--- config.mk ---
export PLATFORM = sky130hd
export DESIGN_NAME = sat_tx
export DESIGN_NICKNAME = d
export VERILOG_FILES = /design/src/rtl/sat_pkg.sv /design/src/rtl/sat_cfg_hold.sv /design/src/rtl/sat_frame_ctr.sv /design/src/rtl/sat_shifter.sv /design/src/rtl/sat_tx.sv
export SDC_FILE = /design/constraint.sdc
export NUM_CORES = 1
export LEC_CHECK = 0
export ABC_AREA = 0
export BUFFER_PORTS_ARGS = -buffer_cell sky130_fd_sc_hd__buf_2
export CAP_MARGIN = 20
export CORE_MARGIN = 8
export CORE_UTILIZATION = 45
export CTS_BUF_LIST = sky130_fd_sc_hd__clkbuf_4
export CTS_CLUSTER_SIZE = 24
export DETAILED_ROUTE_END_ITERATION = 10
export PLACE_DENSITY = 0.65
export SLEW_MARGIN = 20
export SYNTH_ARGS = -nofsm -noshare
export SYNTH_HDL_FRONTEND = slang
export SYNTH_HIERARCHICAL = 1
export SYNTH_SLANG_ARGS = --single-unit
--- constraint.sdc ---
create_clock -name clk -period 6.1 [get_ports clk]
set_clock_uncertainty 0.2 [all_clocks]
set_input_delay 0.305 -clock clk [delete_from_list [all_inputs] [get_ports clk]]
set_output_delay 0.305 -clock clk [all_outputs]
set_load 0.03 [all_outputs]
--- src/rtl/sat_pkg.sv ---
package sat_pkg;

  typedef enum logic [1:0] {
    FMT_I2S  = 2'd0,
    FMT_LJ   = 2'd1,
    FMT_DSPA = 2'd2,
    FMT_DSPB = 2'd3
  } fmt_e;

  typedef struct packed {
    logic word_len;  // sync spans a word instead of one bit
    logic act_low;   // sync asserted low by default
    logic early;     // sync leads the first data bit by one bit period
  } sync_sel_t;

  function automatic sync_sel_t sync_sel(input logic [1:0] f);
    sync_sel_t s;
    case (f)
      FMT_I2S:  s = '{word_len: 1'b1, act_low: 1'b1, early: 1'b1};
      FMT_LJ:   s = '{word_len: 1'b1, act_low: 1'b0, early: 1'b0};
      FMT_DSPA: s = '{word_len: 1'b0, act_low: 1'b0, early: 1'b1};
      default:  s = '{word_len: 1'b0, act_low: 1'b0, early: 1'b0};
    endcase
    return s;
  endfunction

  function automatic int unsigned word_bits(input logic [1:0] code);
    case (code)
      2'd0:    return 16;
      2'd1:    return 20;
      default: return 24;
    endcase
  endfunction

  // sync activity for a bit position, before polarity is applied
  function automatic logic sync_active(input sync_sel_t s, input logic in_slot0,
                                       input logic first_bit, input logic last_bit,
                                       input logic frame_last, input logic lead);
    if (s.early)
      return s.word_len ? ((in_slot0 && !last_bit && !lead) || frame_last) : frame_last;
    else
      return s.word_len ? (in_slot0 && !lead) : (in_slot0 && first_bit && !lead);
  endfunction

endpackage

--- src/rtl/sat_cfg_hold.sv ---
module sat_cfg_hold #(
  parameter int MAX_SLOTS = 8,
  parameter int SLOT_W    = $clog2(MAX_SLOTS)
) (
  input  logic                 clk,
  input  logic                 rst_n,
  input  logic                 en,
  input  logic [1:0]           fmt_i,
  input  logic                 inv_bclk_i,
  input  logic                 inv_fs_i,
  input  logic [1:0]           wl_i,
  input  logic [SLOT_W-1:0]    slots_m1_i,
  input  logic [MAX_SLOTS-1:0] mask_i,
  output logic [1:0]           fmt_q,
  output logic                 inv_bclk_q,
  output logic                 inv_fs_q,
  output logic [1:0]           wl_q,
  output logic [SLOT_W-1:0]    slots_m1_q,
  output logic [MAX_SLOTS-1:0] mask_q
);

  always_ff @(posedge clk or negedge rst_n) begin
    if (!rst_n) begin
      fmt_q      <= '0;
      inv_bclk_q <= 1'b0;
      inv_fs_q   <= 1'b0;
      wl_q       <= '0;
      slots_m1_q <= '0;
      mask_q     <= '0;
    end else if (!en) begin
      fmt_q      <= fmt_i;
      inv_bclk_q <= inv_bclk_i;
      inv_fs_q   <= inv_fs_i;
      wl_q       <= wl_i;
      slots_m1_q <= slots_m1_i;
      mask_q     <= mask_i;
    end
  end

  AST_CFG_FROZEN: assert property (@(posedge clk) disable iff (!rst_n)
    (en && $past(en)) |-> $stable({fmt_q, inv_bclk_q, inv_fs_q, wl_q, slots_m1_q, mask_q}));

endmodule

--- src/rtl/sat_frame_ctr.sv ---
module sat_frame_ctr #(
  parameter int DATA_W    = 24,
  parameter int MAX_SLOTS = 8,
  parameter int SLOT_W    = $clog2(MAX_SLOTS),
  parameter int BIT_W     = $clog2(DATA_W)
) (
  input  logic              clk,
  input  logic              rst_n,
  input  logic              en,
  input  logic              tick,
  input  logic [1:0]        wl_code,
  input  logic [SLOT_W-1:0] slots_m1,
  output logic              drive_ev,
  output logic              samp_ev,
  output logic              slot_start_ev,
  output logic [SLOT_W-1:0] nxt_slot,
  output logic              nxt_lead,
  output logic              nxt_first,
  output logic              nxt_lastbit,
  output logic              nxt_frame_last
);
  import sat_pkg::*;

  logic              ph_q, primed_q;
  logic [SLOT_W-1:0] slot_q;
  logic [BIT_W-1:0]  bit_q, nxt_bit, wl_m1;

  assign wl_m1         = BIT_W'(word_bits(wl_code) - 1);
  assign drive_ev      = en && tick && !ph_q;
  assign samp_ev       = en && tick && ph_q;
  assign slot_start_ev = drive_ev && primed_q && (bit_q == '0);

  // position presented at the coming drive edge; bit index counts down
  always_comb begin
    nxt_lead = 1'b0;
    nxt_slot = slot_q;
    nxt_bit  = bit_q - 1'b1;
    if (!primed_q) begin
      nxt_lead = 1'b1;
      nxt_slot = slots_m1;
      nxt_bit  = '0;
    end else if (bit_q == '0) begin
      nxt_bit  = wl_m1;
      nxt_slot = (slot_q == slots_m1) ? '0 : slot_q + 1'b1;
    end
  end

  assign nxt_first      = (nxt_bit == wl_m1);
  assign nxt_lastbit    = (nxt_bit == '0);
  assign nxt_frame_last = nxt_lastbit && (nxt_slot == slots_m1);

  always_ff @(posedge clk or negedge rst_n) begin
    if (!rst_n) begin
      ph_q <= 1'b0; primed_q <= 1'b0; slot_q <= '0; bit_q <= '0;
    end else if (!en) begin
      ph_q <= 1'b0; primed_q <= 1'b0; slot_q <= '0; bit_q <= '0;
    end else begin
      if (tick) ph_q <= ~ph_q;
      if (drive_ev) begin
        primed_q <= 1'b1;
        slot_q   <= nxt_slot;
        bit_q    <= nxt_bit;
      end
    end
  end

  AST_SLOT_IN_RANGE: assert property (@(posedge clk) disable iff (!rst_n)
    primed_q |-> (slot_q <= slots_m1));
  AST_BIT_IN_RANGE: assert property (@(posedge clk) disable iff (!rst_n)
    primed_q |-> (bit_q <= wl_m1));

endmodule

--- src/rtl/sat_shifter.sv ---
module sat_shifter #(
  parameter int DATA_W = 24
) (
  input  logic              clk,
  input  logic              rst_n,
  input  logic              en,
  input  logic              drive_ev,
  input  logic              slot_start_ev,
  input  logic              slot_masked,
  input  logic [1:0]        wl_code,
  input  logic              in_valid,
  input  logic [DATA_W-1:0] in_data,
  input  logic              urun_clr,
  output logic              in_ready,
  output logic              sdata,
  output logic              urun
);
  import sat_pkg::*;

  logic [DATA_W-1:0] sh_q, aligned;
  logic              take, starve;

  assign in_ready = slot_start_ev && !slot_masked;
  assign take     = in_ready && in_valid;
  assign starve   = in_ready && !in_valid;
  assign aligned  = in_data << (DATA_W - int'(word_bits(wl_code)));
  assign sdata    = sh_q[DATA_W-1];

  always_ff @(posedge clk or negedge rst_n) begin
    if (!rst_n) begin
      sh_q <= '0;
      urun <= 1'b0;
    end else begin
      if (!en)                sh_q <= '0;
      else if (slot_start_ev) sh_q <= take ? aligned : '0;
      else if (drive_ev)      sh_q <= sh_q << 1;
      if (starve)             urun <= 1'b1;
      else if (urun_clr)      urun <= 1'b0;
    end
  end

  AST_IDLE_QUIET: assert property (@(posedge clk) disable iff (!rst_n)
    !en |=> !sdata);
  AST_MASKED_SILENT: assert property (@(posedge clk) disable iff (!rst_n)
    (slot_start_ev && slot_masked) |=> !sdata);
  AST_URUN_RAISE: assert property (@(posedge clk) disable iff (!rst_n)
    starve |=> urun);
  AST_URUN_HOLD: assert property (@(posedge clk) disable iff (!rst_n)
    (urun && !urun_clr) |=> urun);

endmodule

--- src/rtl/sat_tx.sv ---
module sat_tx #(
  parameter int DATA_W    = 24,
  parameter int MAX_SLOTS = 8,
  parameter int SLOT_W    = $clog2(MAX_SLOTS)
) (
  input  logic                 clk,
  input  logic                 rst_n,
  input  logic                 en,
  input  logic                 bclk_tick,
  input  logic [1:0]           cfg_fmt,
  input  logic                 cfg_inv_bclk,
  input  logic                 cfg_inv_fs,
  input  logic [1:0]           cfg_wl,
  input  logic [SLOT_W-1:0]    cfg_slots_m1,
  input  logic [MAX_SLOTS-1:0] cfg_mask,
  input  logic                 urun_clr,
  input  logic                 in_valid,
  input  logic [DATA_W-1:0]    in_data,
  output logic                 in_ready,
  output logic                 sdata,
  output logic                 bclk,
  output logic                 fsync,
  output logic                 urun
);
  import sat_pkg::*;

  logic [1:0]           fmt_q, wl_q;
  logic                 inv_bclk_q, inv_fs_q;
  logic [SLOT_W-1:0]    slots_m1_q;
  logic [MAX_SLOTS-1:0] mask_q;
  logic                 drive_ev, samp_ev, slot_start_ev;
  logic [SLOT_W-1:0]    nxt_slot;
  logic                 nxt_lead, nxt_first, nxt_lastbit, nxt_frame_last;
  logic                 fs_q, bclk_q, fs_act;
  sync_sel_t            sel;

  sat_cfg_hold #(.MAX_SLOTS(MAX_SLOTS), .SLOT_W(SLOT_W)) u_cfg (
    .clk, .rst_n, .en,
    .fmt_i(cfg_fmt), .inv_bclk_i(cfg_inv_bclk), .inv_fs_i(cfg_inv_fs),
    .wl_i(cfg_wl), .slots_m1_i(cfg_slots_m1), .mask_i(cfg_mask),
    .fmt_q, .inv_bclk_q, .inv_fs_q, .wl_q, .slots_m1_q, .mask_q
  );

  sat_frame_ctr #(.DATA_W(DATA_W), .MAX_SLOTS(MAX_SLOTS), .SLOT_W(SLOT_W)) u_frame (
    .clk, .rst_n, .en, .tick(bclk_tick), .wl_code(wl_q), .slots_m1(slots_m1_q),
    .drive_ev, .samp_ev, .slot_start_ev, .nxt_slot, .nxt_lead,
    .nxt_first, .nxt_lastbit, .nxt_frame_last
  );

  sat_shifter #(.DATA_W(DATA_W)) u_shift (
    .clk, .rst_n, .en, .drive_ev, .slot_start_ev,
    .slot_masked(mask_q[nxt_slot]), .wl_code(wl_q),
    .in_valid, .in_data, .urun_clr, .in_ready, .sdata, .urun
  );

  assign sel    = sync_sel(fmt_q);
  assign fs_act = sync_active(sel, nxt_slot == '0, nxt_first, nxt_lastbit,
                              nxt_frame_last, nxt_lead);

  always_ff @(posedge clk or negedge rst_n) begin
    if (!rst_n) begin
      fs_q   <= 1'b1;
      bclk_q <= 1'b0;
    end else if (!en) begin
      fs_q   <= sel.act_low ^ inv_fs_q;
      bclk_q <= 1'b0;
    end else if (drive_ev) begin
      fs_q   <= fs_act ^ sel.act_low ^ inv_fs_q;
      bclk_q <= 1'b0;
    end else if (samp_ev) begin
      bclk_q <= 1'b1;
    end
  end

  assign fsync = fs_q;
  assign bclk  = bclk_q ^ inv_bclk_q;

  AST_DATA_ON_DRIVE_EDGE: assert property (@(posedge clk) disable iff (!rst_n)
    (en && $past(en) && (sdata != $past(sdata))) |-> $past(drive_ev));
  AST_SYNC_ON_DRIVE_EDGE: assert property (@(posedge clk) disable iff (!rst_n)
    (en && $past(en) && !$past(drive_ev)) |-> $stable(fsync));
  AST_BCLK_IDLE: assert property (@(posedge clk) disable iff (!rst_n)
    (!en && !$past(en)) |-> (bclk == inv_bclk_q));

endmodule

Yosys cells after proc, flatten, opt, wreduce, memory -nomap -nowiden
Index checks and enable logic that the tools add are counted.
- register bits after elaboration: 54
- input bits: 47
- output and inout port bits: 5
- logic and storage cells: 91
- $add $sub $neg: 4
- order comparisons: 1
- equality and inequality tests: 10
- shift-type cells: 1
- mux-type cells: 31
- bitwise gates (word level): 5
- reductions and logical operators: 25
- operators by type and width (cell ; number):
    24-bit 2-to-1 mux ; 4
    24-bit by 32-bit << shifter with 24-bit output ; 1
    5-bit 2-to-1 mux ; 4
    1-bit 2-to-1 mux ; 15
    3-bit 2-to-1 mux ; 5
    1-bit logical AND ; 14
    5-bit logical NOT ; 2
    5-bit by 1-bit subtractor with 5-bit output (second input constant) ; 2
    3-bit case mux with 3 select lines ; 1
    4-bit case mux with 2 select lines ; 1
    3-bit equality test ; 2
    3-bit by 1-bit != test with 1-bit output (second input constant) ; 2
    5-bit by 5-bit subtractor with 6-bit output (first input constant) ; 1
    5-bit equality test ; 1
    2-bit by 1-bit equality test with 1-bit output (second input constant) ; 2
    1-bit logical NOT ; 4
    2-bit logical NOT ; 2
    3-bit by 4-bit less-than comparator with 1-bit output (second input constant) ; 1
    2-bit by 1-bit != test with 1-bit output (second input constant) ; 2
    1-bit XOR ; 4
    3-bit by 1-bit adder with 3-bit output (second input constant) ; 1
    1-bit binary-select mux with 3-bit select ; 1
    3-bit logical NOT ; 1
    2-bit equality test (second input constant) ; 1
    3 further kinds ; 3

Depth between registers and ports, before layout
Gate-level depths: netlist of the first run.
- depth in word-level cells: 16
- mapped depth: 13
- gate-level depth less buffers: 12

Hierarchy
Netlist of the first run, hierarchy kept.
- by module, submodules not included (module ; times used ; cells each ; area each (µm²) ; sequential area each (µm²)):
    sat_shifter ; 1 ; 161 ; 1756.7 ; 625.6
    sat_frame_ctr ; 1 ; 105 ; 860.8 ; 250.2
    sat_cfg_hold ; 1 ; 36 ; 685.7 ; 425.4
    sat_tx ; 1 ; 24 ; 231.5 ; 51.3

Worst setup path after synthesis of the first run
Ideal clock, no wire load.
- kind: reg2reg
- start: register u_frame.bit_q[0]
- end: register u_shift.sh_q[4]
- setup time: 67 ps
- arrival: 3218 ps
- data required time: 5833 ps
- slack: 2616 ps
- cell stages (with the launch flop): 13
- buffers on the path: 1
- period minus slack after synthesis: 3484 ps
- path through: dfrtp_1 > inv_1 > ha_1 > or4b_1 > buf_6 > nor3_1 > o22a_2 > mux4_1 > mux2_2 > nand3b_4 > o21bai_1 > o22ai_1 > o311a_1
- cells in the longest elaborated chain, start to end: 11
- elaborated cells on any way between the ends: 13
- classes of those cells: eq/ne (1); mux (7); reduce/logical (5)
- RTL lines (what ; line ; source):
    start: declaration ; sat_frame_ctr.sv:26 ; logic [BIT_W-1:0] bit_q, nxt_bit, wl_m1;
    start signal: assignment ; sat_frame_ctr.sv:62 ; bit_q <= nxt_bit;
    5-bit logical NOT ; sat_frame_ctr.sv:42 ; end else if (bit_q == '0) begin
    3-bit 2-to-1 mux ; sat_frame_ctr.sv:42 ;
    3-bit 2-to-1 mux ; sat_frame_ctr.sv:38 ; if (!primed_q) begin
    net nxt_slot[0] ; sat_tx.sv:32 ; logic [SLOT_W-1:0] nxt_slot;
    1-bit binary-select mux with 3-bit select ; sat_tx.sv:52 ; .slot_masked(mask_q[nxt_slot]), .wl_code(wl_q),
    1-bit 2-to-1 mux (implied by the code) ; sat_tx.sv:52 ;
    1-bit logical NOT ; sat_shifter.sv:23 ; assign in_ready = slot_start_ev && !slot_masked;
    1-bit logical AND ; sat_shifter.sv:23 ;
    1-bit logical AND ; sat_shifter.sv:24 ; assign take = in_ready && in_valid;
    24-bit 2-to-1 mux (2 in a row) ; sat_shifter.sv:35 ; else if (slot_start_ev) sh_q <= take ? aligned : '0;
    24-bit 2-to-1 mux ; sat_shifter.sv:34 ; if (!en) sh_q <= '0;
    end signal: assignment ; sat_shifter.sv:35 ;
    end signal: assignment ; sat_shifter.sv:36 ; else if (drive_ev) sh_q <= sh_q << 1;
    end: declaration ; sat_shifter.sv:20 ; logic [DATA_W-1:0] sh_q, aligned;
The timed path passes the listed nets, and every way through them passes these cells. The select of a mux whose other input is x is not followed.
A chain may end at the register's enable or synchronous reset.

Worst setup path after layout of the first run
- start: register u_frame.bit_q[0]
- end: output port in_ready
- cells in the longest elaborated chain, start to end: 7
- elaborated cells on any way between the ends: 8
- classes of those cells: mux (4); reduce/logical (4)
- RTL lines (what ; line ; source):
    5-bit logical NOT ; sat_frame_ctr.sv:42 ;
    3-bit 2-to-1 mux ; sat_frame_ctr.sv:42 ;
    3-bit 2-to-1 mux ; sat_frame_ctr.sv:38 ;
    net nxt_slot[0] ; sat_tx.sv:32 ;
    1-bit binary-select mux with 3-bit select ; sat_tx.sv:52 ;
    1-bit 2-to-1 mux (implied by the code) ; sat_tx.sv:52 ;
    1-bit logical NOT ; sat_shifter.sv:23 ;
    1-bit logical AND ; sat_shifter.sv:23 ;
    end: declaration ; sat_tx.sv:19 ; output logic in_ready,
The timed path passes the listed nets, and every way through them passes these cells. The select of a mux whose other input is x is not followed.

==> metrics.yaml, run 1 <==
synth_top_area_share: 0.375
critPathLaunch: "u_frame/bit_q[0]"
postSynthCellCount: 326
cp.arrival_ps: 3600
netlist_top_cells_count: "53 x dfrtp_1, 24 x mux2i_1, 23 x nand2_1"
synth_fp_nets: 375
finish.instance_area_mm2: 0.00404
swShare: 0.333
syn_to_final_growth_pct: 14.4
post_cts_buffers: 0
ant_nets: 0
startpoint_type: "register"
grt-ovfl-total: 0
num_antenna_cells: 0
place_ws_ps: 2090
cts.clk_slew.worst_paths_ps: 170
clock_sinks: 54
numCtsBuffers: 5
grt_max_degree: 55
dp_hpwl_um: 5430
syn_avg_cell_area_um2: 10.8
status: "finished, final reports clean"
period_minus_slack_ps: 4110
whs_endpoint: "u_shift/urun"
cts_tree: "built"
combPwrFrac: 0.304
h-tree-depth: 2
synthTopCellsByArea: "dfrtp_1 38%, mux2_4 8.1%, mux2i_1 6.8%"
clock_power_share: 0.195
core-area_mm2: 0.00769
grt_pass1_wl_um: 13600
timing.final.hold_violations: 0
wl_met2_um: 3520
grt_pass1_vias: 2748
slew_violations: 0
rr_endpoint: "u_shift/sh_q[6]"
p_switching_w: 0.000286
setup_violations: 0
dieWidth_um: 105
netlist_area_mm2: 0.00353
yosys_register_bits: 54
die_h_um: 105
yosysTopAreaCell: "dfrtp_1"
holdCritStartpoint: "urun_clr"
vias: 2758
yosysMostFrequentCell: "dfrtp_1"
ff2ff_setup_slack_ps: 2010
drc: 0
power_density_mw_per_mm2: 212
power.share.sequential: 0.500
hold_buffers: 21
ys_warn_count: 6
ys_async_sr_fraction: 1.00
cts_resized: 0
p_leak_nw: 2.04
routed.top_layer: "met4"
worstReg2RegStart: "u_frame/bit_q[0]"
rsz0062_at_grt: "no"
nets: 435
synthFlopType: "dfrtp_1"
routabilityCongestion: 0.847
yosysSeqAreaShare: 0.383
cp-end-kind: "output pin"
synth_edf_count: 0
cp.required_ps: 5590
wl_met1_um: 3900
drive_gt1_frac: 0.287
drtIter0Drc: 94
root_buffer: "clkbuf_4"
antenna_found_initial: 0
ir_worst_vdd_v: 0.000111
fill_cells: 689
tightest_slew_ps: 1040
timing.fmax_mhz: 244
die-area_mm2: 0.0109
rows: 32
path_class: "reg2out"
dr.pass1.iters: 5
cp_max_fo: 8
viasPerCell: 5.64
clockBufferDepth: 2
drt-wirelength-per-cell_um: 16.2
cap_violations: 0
synth.distinct_cells: 57
boundaryPins: 52
hold_depth: 3
start_util: 0.460
met3WireLength_um: 501
setup_ws_ps: 1990
finalCritPeriodShare: 0.673
wl_um: 7950
p_int_w: 0.000572
dpl_cell_area_mm2: 0.00376
reg2reg_depth: 11
hp-class: "in2reg"
setup_tns_ps: 0
grtUsageTotal: 0.144
clock_latency_ps: 380
slew_headroom: 0.305
io_buffers: 51
## logic make-up (layout without fill, tap and decap cells)
group / Yosys count / count (layout) / synth area share
xor gates and xnor gates: 8 / 8 / 0.0198
adders and majority gates: 2 / 2 / 0.00708
buffers and inverters: 33 / 94 / 0.0634
muxes: 61 / 61 / 0.215
AOI/OAI and AO/OA: 76 / 76 / 0.164
and+or+nand+nor: 92 / 92 / 0.149
DFF: 54 / 54 / 0.383
## per-layer routing
layer  up-vias  track usage
li1       1331            -
met1      1333        0.201
met2        90        0.222
met3         4       0.0369
met4         0       0.0234
met5         -            0
## how the worst max path moves through the flow
stage	endpoint	slack (ps)	cells after the start
after floorplan	u_shift/sh_q[4]	2620	12
after global placement	u_shift/sh_q[5]	2220	11
after detailed placement	u_shift/sh_q[4]	2090	11
after CTS	in_ready	1990	9
after global routing	in_ready	1740	9
final	in_ready	1990	9
## critical path, cell delays in order (launching register included)
cell	delay, ps
dfrtp_1	440
inv_1	130
ha_1	260
or4b_1	650
nor3_1	250
o22a_2	240
mux4_1	550
mux2_2	290
nor2b_1	160
buf_2	230
## final cells by class
cell class                      instances  area (µm²)  area share
Clock buffer                            5        37.5     0.00929
Sequential cell                        54        1350       0.335
Clock inverter                          3        25.0     0.00619
Inverter                                9        33.8     0.00836
Multi-Input combinational cell        239        1960       0.485
Timing Repair Buffer                   77         505       0.125
Tap cell                              102         128      0.0316
## power groups by stage
| stage | clock [W] | combinational, W | sequential, W |
|---|---|---|---|
| 3_3_place_gp | 0 | 0.000245 | 0.000434 |
| 3_5_place_dp | 0 | 0.000248 | 0.000436 |
| 4_1_cts | 0.000179 | 0.000260 | 0.000429 |
| 5_1_grt | 0.000188 | 0.000287 | 0.000435 |
| 2_1_floorplan | 0 | 0.000208 | 0.000420 |
| 6_report | 0.000168 | 0.000261 | 0.000429 |
## layout by cell type (no fill, tap or decap), types with 3 or more instances in the layout
cell and instances:
clkbuf_4 5, buf_4 4, mux2_2 16, mux2i_1 24, nor3_1 7, nand2_1 23
o22ai_1 22, xor2_1 6, a21oi_1 5, mux2_4 19, dlygate4sd3_1 22, nor2b_1 10
inv_1 9, nand2b_1 3, dfrtp_1 53, and3_1 3, nor2_1 17, nand3_1 5
a211oi_1 3, o311a_1 20, and2b_1 9, o21ai_0 10, buf_2 51
## through the flow
step                instances  hold slack [ps]  power, W  utilization
floorplan                 326             -191  0.000628            -
global placement          459              278  0.000679        0.489
detailed placement        459              275  0.000684        0.489
CTS                       488             2.78  0.000867        0.525
global route              489             14.3  0.000910        0.526
finish                    489             27.9  0.000858        0.526
## registers in the layout, indices dropped and copies added (netlist names), 2 cells and up
name	cells
u_cfg/wl_q	2
u_cfg/fmt_q	2
u_shift/sh_q	24
u_cfg/mask_q	8
u_frame/bit_q	5
u_cfg/slots_m1_q	3
u_frame/slot_q	3
No activity file was read; power rests on OpenSTA's default activity.
==> run 2, diff against run 1 <==
- ABC_AREA: 0 -> 1
- clock period: 6.1 -> 3.8 ns (I/O delays scaled with it)
==> run 2 against run 1 <==
  * Global-route usage increased by 1.7 points
  * Clock-buffer cell count unchanged
  * Critical path type is now reg2reg
  * Flip-flop and latch count unchanged
  * Largest cell class unchanged
  * Wire length increased by 8.1%
  * Critical path depth increased by 11
  * Largest power group unchanged
  * Sequential power increased by 50%
  * Combinational power increased by 45%
  * Clock power increased by 90%
  * Worst hold slack improved by 7.9 ps
  * Cell area increased by 3.2%
==> metrics.yaml, run 2 <==
status: "finished, final reports clean"
viasPerCell: 4.86
dr.pass1.iters: 5
numCtsBuffers: 5
regMostFlops: "u_shift/sh_q"
dpl_cell_area_mm2: 0.00382
critPathLaunch: "u_frame/bit_q[0]"
ant_nets: 0
yosysSeqAreaShare: 0.382
h-tree-depth: 2
setup_tns_ps: 0
ys_async_sr_fraction: 1.00
ir_worst_vdd_v: 0.000185
cap_violations: 0
finish.instance_area_mm2: 0.00417
synthFlopType: "dfrtp_1"
routabilityCongestion: 0.892
yosysTopAreaCell: "dfrtp_1"
netlist_area_mm2: 0.00354
ff2ff_setup_slack_ps: 520
tightest_slew_ps: 703
ys_warn_count: 6
slew_headroom: 0.531
cts_tree: "built"
num_antenna_cells: 0
grt_pass1_wl_um: 15100
netlist_top_cells_count: "239 x nand2_1, 53 x dfrtp_1, 53 x inv_1"
clockBufferDepth: 2
drtIter0Drc: 212
timing.final.hold_violations: 0
synth_top_area_share: 0.375
yosys_register_bits: 54
final_common_cell: "nand2_1"
vias: 3463
dp_hpwl_um: 6270
grt_max_degree: 52
drt-wirelength-per-cell_um: 12.0
largest_register_ffs: 24
p_leak_nw: 2.36
timing.fmax_mhz: 305
synth.distinct_cells: 33
power_density_mw_per_mm2: 321
clock_sinks: 54
top_regs: "u_shift/sh_q: 24 flops, u_cfg/mask_q: 8 flops, u_frame/bit_q: 5 flops"
rows: 32
postSynthCellCount: 538
cp.required_ps: 3930
nets: 659
startpoint_type: "register"
cp_max_fo: 16
setup_violations: 0
cp.arrival_ps: 3410
root_buffer: "clkbuf_4"
die_h_um: 105
wl_um: 8590
power_w: 0.00134
hp-class: "in2reg"
boundaryPins: 52
clock_latency_ps: 370
synth_fp_nets: 587
syn_to_final_growth_pct: 17.9
path_class: "reg2reg"
finalCritPeriodShare: 0.863
drc: 0
slew_violations: 0
die-area_mm2: 0.0110
cts.clk_slew.worst_paths_ps: 160
start_util: 0.460
syn_avg_cell_area_um2: 6.58
grt_pass1_vias: 3368
synth_edf_count: 0
rsz0062_at_grt: "no"
drive_gt1_frac: 0.146
dieWidth_um: 105
fill_cells: 799
worstReg2RegStart: "u_frame/bit_q[0]"
core-area_mm2: 0.00769
yosysMostFrequentCell: "nand2_1"
period_minus_slack_ps: 3280
io_buffers: 51
grtUsageTotal: 0.161
grt-ovfl-total: 0
synthTopCellsByArea: "dfrtp_1 37%, nand2_1 25%, nand3_1 6.4%"
post_cts_buffers: 0
cp-end-kind: "register"
antenna_found_initial: 0
holdCritStartpoint: "in_data[7]"
final_cell_mix: "239 x nand2_1, 53 x inv_1, 53 x dfrtp_1"
-- run 2: cell count changes after synthesis, sizes merged, moves of 5 or more --
cell,previous run,this run
nand2,24,248
inv,9,57
nand3,5,47
nor2,18,57
mux2,35,0
mux2i,24,0
o311a,20,0
o22ai,22,7
nor2b,10,0
o21ai,10,20
and2b,9,0
clkbuf,12,4
nor3,7,2
-- run 2: per-stage QoR --
stage                util  std cells  worst slack [ps]  hold WS [ps]
finish              0.543        713               520          35.8
global route        0.543        713               165          29.7
CTS                 0.543        713               541          10.2
detailed placement  0.497        678               587          -206
global placement    0.497        678               770          -206
floorplan               -        538              1200          -306
-- run 2: timing repair --
item,CTS,global route
hold buffers,27,0
hold endpoints to repair,77,0
gates resized for setup,0,0
-- run 2: layout make-up --
class                   count  area (µm²)  area share
clock buffers               5        37.5     0.00900
clock inverters             3        43.8      0.0105
inverters                  58         225      0.0540
multi-input cells         408        1820       0.437
flip-flops and latches     54        1350       0.324
well taps                 102         128      0.0306
repair buffers             83         563       0.135
-- run 2: metal layers --
layer	GRT usage	vias to the layer above	wire (µm)
met4	0.0499	0	131
met1	0.201	1571	3880
met2	0.270	75	4090
met3	0.0369	10	486
met5	0	-	0
li1	-	1807	-
-- run 2: report_power, final --
part	total, W	internal [W]	switching (W)	leakage, nW
clock network	0.000320	0.000140	0.000180	0.0456
logic	0.000378	0.000139	0.000239	1.60
registers	0.000642	0.000608	0.0000340	0.715
total	0.00134	0.000887	0.000453	2.36
-- run 2: path summary, 6_finish.rpt --
path	endpoint	depth (start not counted)
max reg2reg	u_shift/sh_q[9]	20
min in group asynchronous	u_shift/sh_q[4]	3
min	u_shift/sh_q[7]	7
max	u_shift/sh_q[9]	20
max in group asynchronous	u_frame/slot_q[0]	3
min reg2reg	fsync	2
-- run 2: worst max-delay path: stages, from the launching register on --
cell and delay (ps):
dfrtp_1 410, inv_1 110, ha_1 270, nand3_2 200, nor2_1 130, nand2_1 80
nand2_1 70, o21ai_0 110, inv_1 150, inv_2 80, o21ai_0 190, o22ai_1 90
nand2_1 60, nand2_1 40, inv_1 80, nand3_2 300, inv_1 290, nand2_1 70
o21ai_0 150, nand2_1 70, nand2_1 70
-- run 2: logic make-up (layout without fill, tap and decap cells) --
kind of cell / count (synthesis) / after routing / synth area share
simple gates: 364 / 364 / 0.436
buf+inv: 76 / 149 / 0.103
flops: 54 / 54 / 0.382
compound gates: 36 / 36 / 0.0566
xor+xnor: 6 / 6 / 0.0149
fa+ha+maj: 2 / 2 / 0.00707
==> run 3, diff against run 2 <==
- BUFFER_PORTS_ARGS: -buffer_cell sky130_fd_sc_hd__buf_2 -> not set
- DONT_BUFFER_PORTS: not set -> 1
- PLACE_DENSITY: 0.65 -> 0.63
- SKIP_CTS_REPAIR_TIMING: not set -> 1
==> run 3 against run 2 <==
  * The run now ends with negative hold slack left
  * Worst hold slack worse by 70 ps
  * Total power shrank 4.0%
  * Wire length grew 7.2%
  * Flip-flop and latch count is the same
  * Global-route usage fell by 0.48 points
  * Clock-buffer cell count unchanged
  * Register-to-register slack better by 20 ps
  * Maximum frequency down 3.8%
  * Critical path depth is 8 lower
  * Sequential power grew 1%
  * Critical endpoint unchanged
==> metrics.yaml, run 3 (synthesis results as in run 2) <==
status: "complete, but fails checks"
failed_checks: "negative hold slack"
rr_endpoint: "u_shift/sh_q[9]"
dpl_cell_area_mm2: 0.00354
utilization: 0.550
grt-ovfl-total: 0
cp_cell_sequence: "dlygate4sd3_1 > inv_1 > nor3_4 > clkinv_1 > nor3_1 > buf_4 > nand3_2 > inv_1 > nand2_1 > o21ai_0 > nand2_1 > nand2_1"
timing.fmax_mhz: 293
rows: 32
hold_depth: 6
dp_hpwl_um: 6100
place_ws_ps: 616
final_common_cell: "nand2_1"
swShare: 0.357
syn_to_final_growth_pct: 19.5
antenna_found_initial: 0
root_buffer: "clkbuf_4"
finalCritPeriodShare: 0.897
layout.area.seq_mm2: 0.00135
clock_latency_ps: 370
grt_max_degree: 55
routabilityCongestion: 0.895
numPlacedInstances: 624
worstSetupEndpoint: "u_shift/sh_q[9]"
fin_hold_ws_ps: -33.9
dr.pass1.iters: 5
reg2reg_depth: 20
slew_violations: 0
grtUsageTotal: 0.156
hp-class: "in2reg"
tightest_slew_ps: 808
cp_max_fo: 17
path_buf_inv: 5
power.share.sequential: 0.505
p_switching_w: 0.000459
clock_power_share: 0.196
crit_path_max_incr_delay_ps: 1060
top_regs: "u_shift/sh_q: 24 flops, u_cfg/mask_q: 8 flops, u_frame/bit_q: 5 flops"
final_cell_mix: "239 x nand2_1, 59 x dlygate4sd3_1, 53 x inv_1, 53 x dfrtp_1, 50 x nor2_1"
cp.required_ps: 3930
critPathLaunch: "en"
rsz0062_at_grt: "no"
finish.instance_area_mm2: 0.00423
final_cell_count_no_fill: 693
fill_cells: 758
regMostFlops: "u_shift/sh_q"
power_density_mw_per_mm2: 304
boundaryPins: 52
drtIter0Drc: 236
io_buffers: 0
path_class: "in2reg"
cts_tree: "built"
ant_nets: 0
drive_gt1_frac: 0.0592
crit_family: "buffers and inverters"
cp.arrival_ps: 3530
setup_tns_ps: 0
die_h_um: 105
viasPerCell: 5.05
numCtsBuffers: 5
cts.clk_slew.worst_paths_ps: 160
clock_sinks: 54
die-area_mm2: 0.0110
largest_register_ffs: 24
vias: 3497
setup_violations: 0
startpoint_type: "primary input"
nets: 639
crit_top_cell: "nand2_1"
clockBufferDepth: 2
worstReg2RegStart: "u_frame/bit_q[0]"
cap_violations: 0
dieWidth_um: 105
p_int_w: 0.000827
start_util: 0.460
period_minus_slack_ps: 3410
cp.depth: 12
core-area_mm2: 0.00769
drc: 0
ir_worst_vdd_v: 0.000167
num_antenna_cells: 0
grt_pass1_wl_um: 14500
grt_pass1_vias: 3131
slew_headroom: 0.460
timing.final.hold_violations: 8
cp-end-kind: "register"
drt-wirelength-per-cell_um: 13.3
p_leak_nw: 2.27
wl_um: 9200
multi_input_area_mm2: 0.00182
critPathSlowestCell: "dlygate4sd3_1"
combPwrFrac: 0.299
h-tree-depth: 2
ff2ff_setup_slack_ps: 540
setup_ws_ps: 391
==> run 3: cell count changes in the layout (fill, tap and decap cells not counted) <==
cell | before | now
buf_8 | 0 | 1
buf_2 | 51 | 0
buf_4 | 5 | 2
buf_16 | 0 | 1
clkinv_4 | 0 | 1
dlygate4sd3_1 | 27 | 59
inv_6 | 1 | 0
clkinv_1 | 1 | 3
clkinv_2 | 1 | 0
bufinv_16 | 1 | 0
==> run 3: power groups by stage <==
stage          clock, W  sequential, W  combinational, W
2_1_floorplan         0       0.000647          0.000270
3_3_place_gp          0       0.000660          0.000294
3_5_place_dp          0       0.000660          0.000302
4_1_cts        0.000266       0.000649          0.000303
5_1_grt        0.000284       0.000655          0.000437
6_report       0.000252       0.000649          0.000384
==> run 3: final cells by class <==
| cell class | count | area share |
|---|---|---|
| multi-input combinational | 408 | 0.431 |
| sequential | 54 | 0.320 |
| timing repair buffer | 63 | 0.153 |
| inverter | 58 | 0.0533 |
| tap | 102 | 0.0302 |
| clock buffer | 5 | 0.00888 |
| clock inverter | 3 | 0.00385 |
==> run 3: how the worst min path moves through the flow <==
stage,startpoint,to,slack [ps]
global placement,rst_n,u_shift/sh_q[6],-300
detailed placement,rst_n,u_shift/sh_q[5],-300
global route,in_data[12],u_shift/sh_q[12],1
finish,in_data[5],u_shift/sh_q[13],-30
CTS,rst_n,u_shift/sh_q[5],-740
floorplan,rst_n,bclk_q,-310
==> run 3: tightest hold or removal path: stages <==
cell and delay (ps):
inv_1 30, nand2_1 50, nand3_1 70, nand2_1 60, nand2_1 40, nand2_1 50
==> run 3: stage by stage <==
step | hold slack, ps | total power, W
after floorplan | -306 | 0.000917
after global placement | -304 | 0.000955
after detailed placement | -304 | 0.000962
after CTS | -736 | 0.00122
after global routing | 1.19 | 0.00138
final | -33.9 | 0.00129
==> run 3: layer usage <==
layer  track usage  up-vias  wire [µm]
met1         0.197     1603       4180
met5             0        -          0
met4        0.0499        0        160
li1              -     1765          -
met3        0.0430       17        523
met2         0.253      112       4340
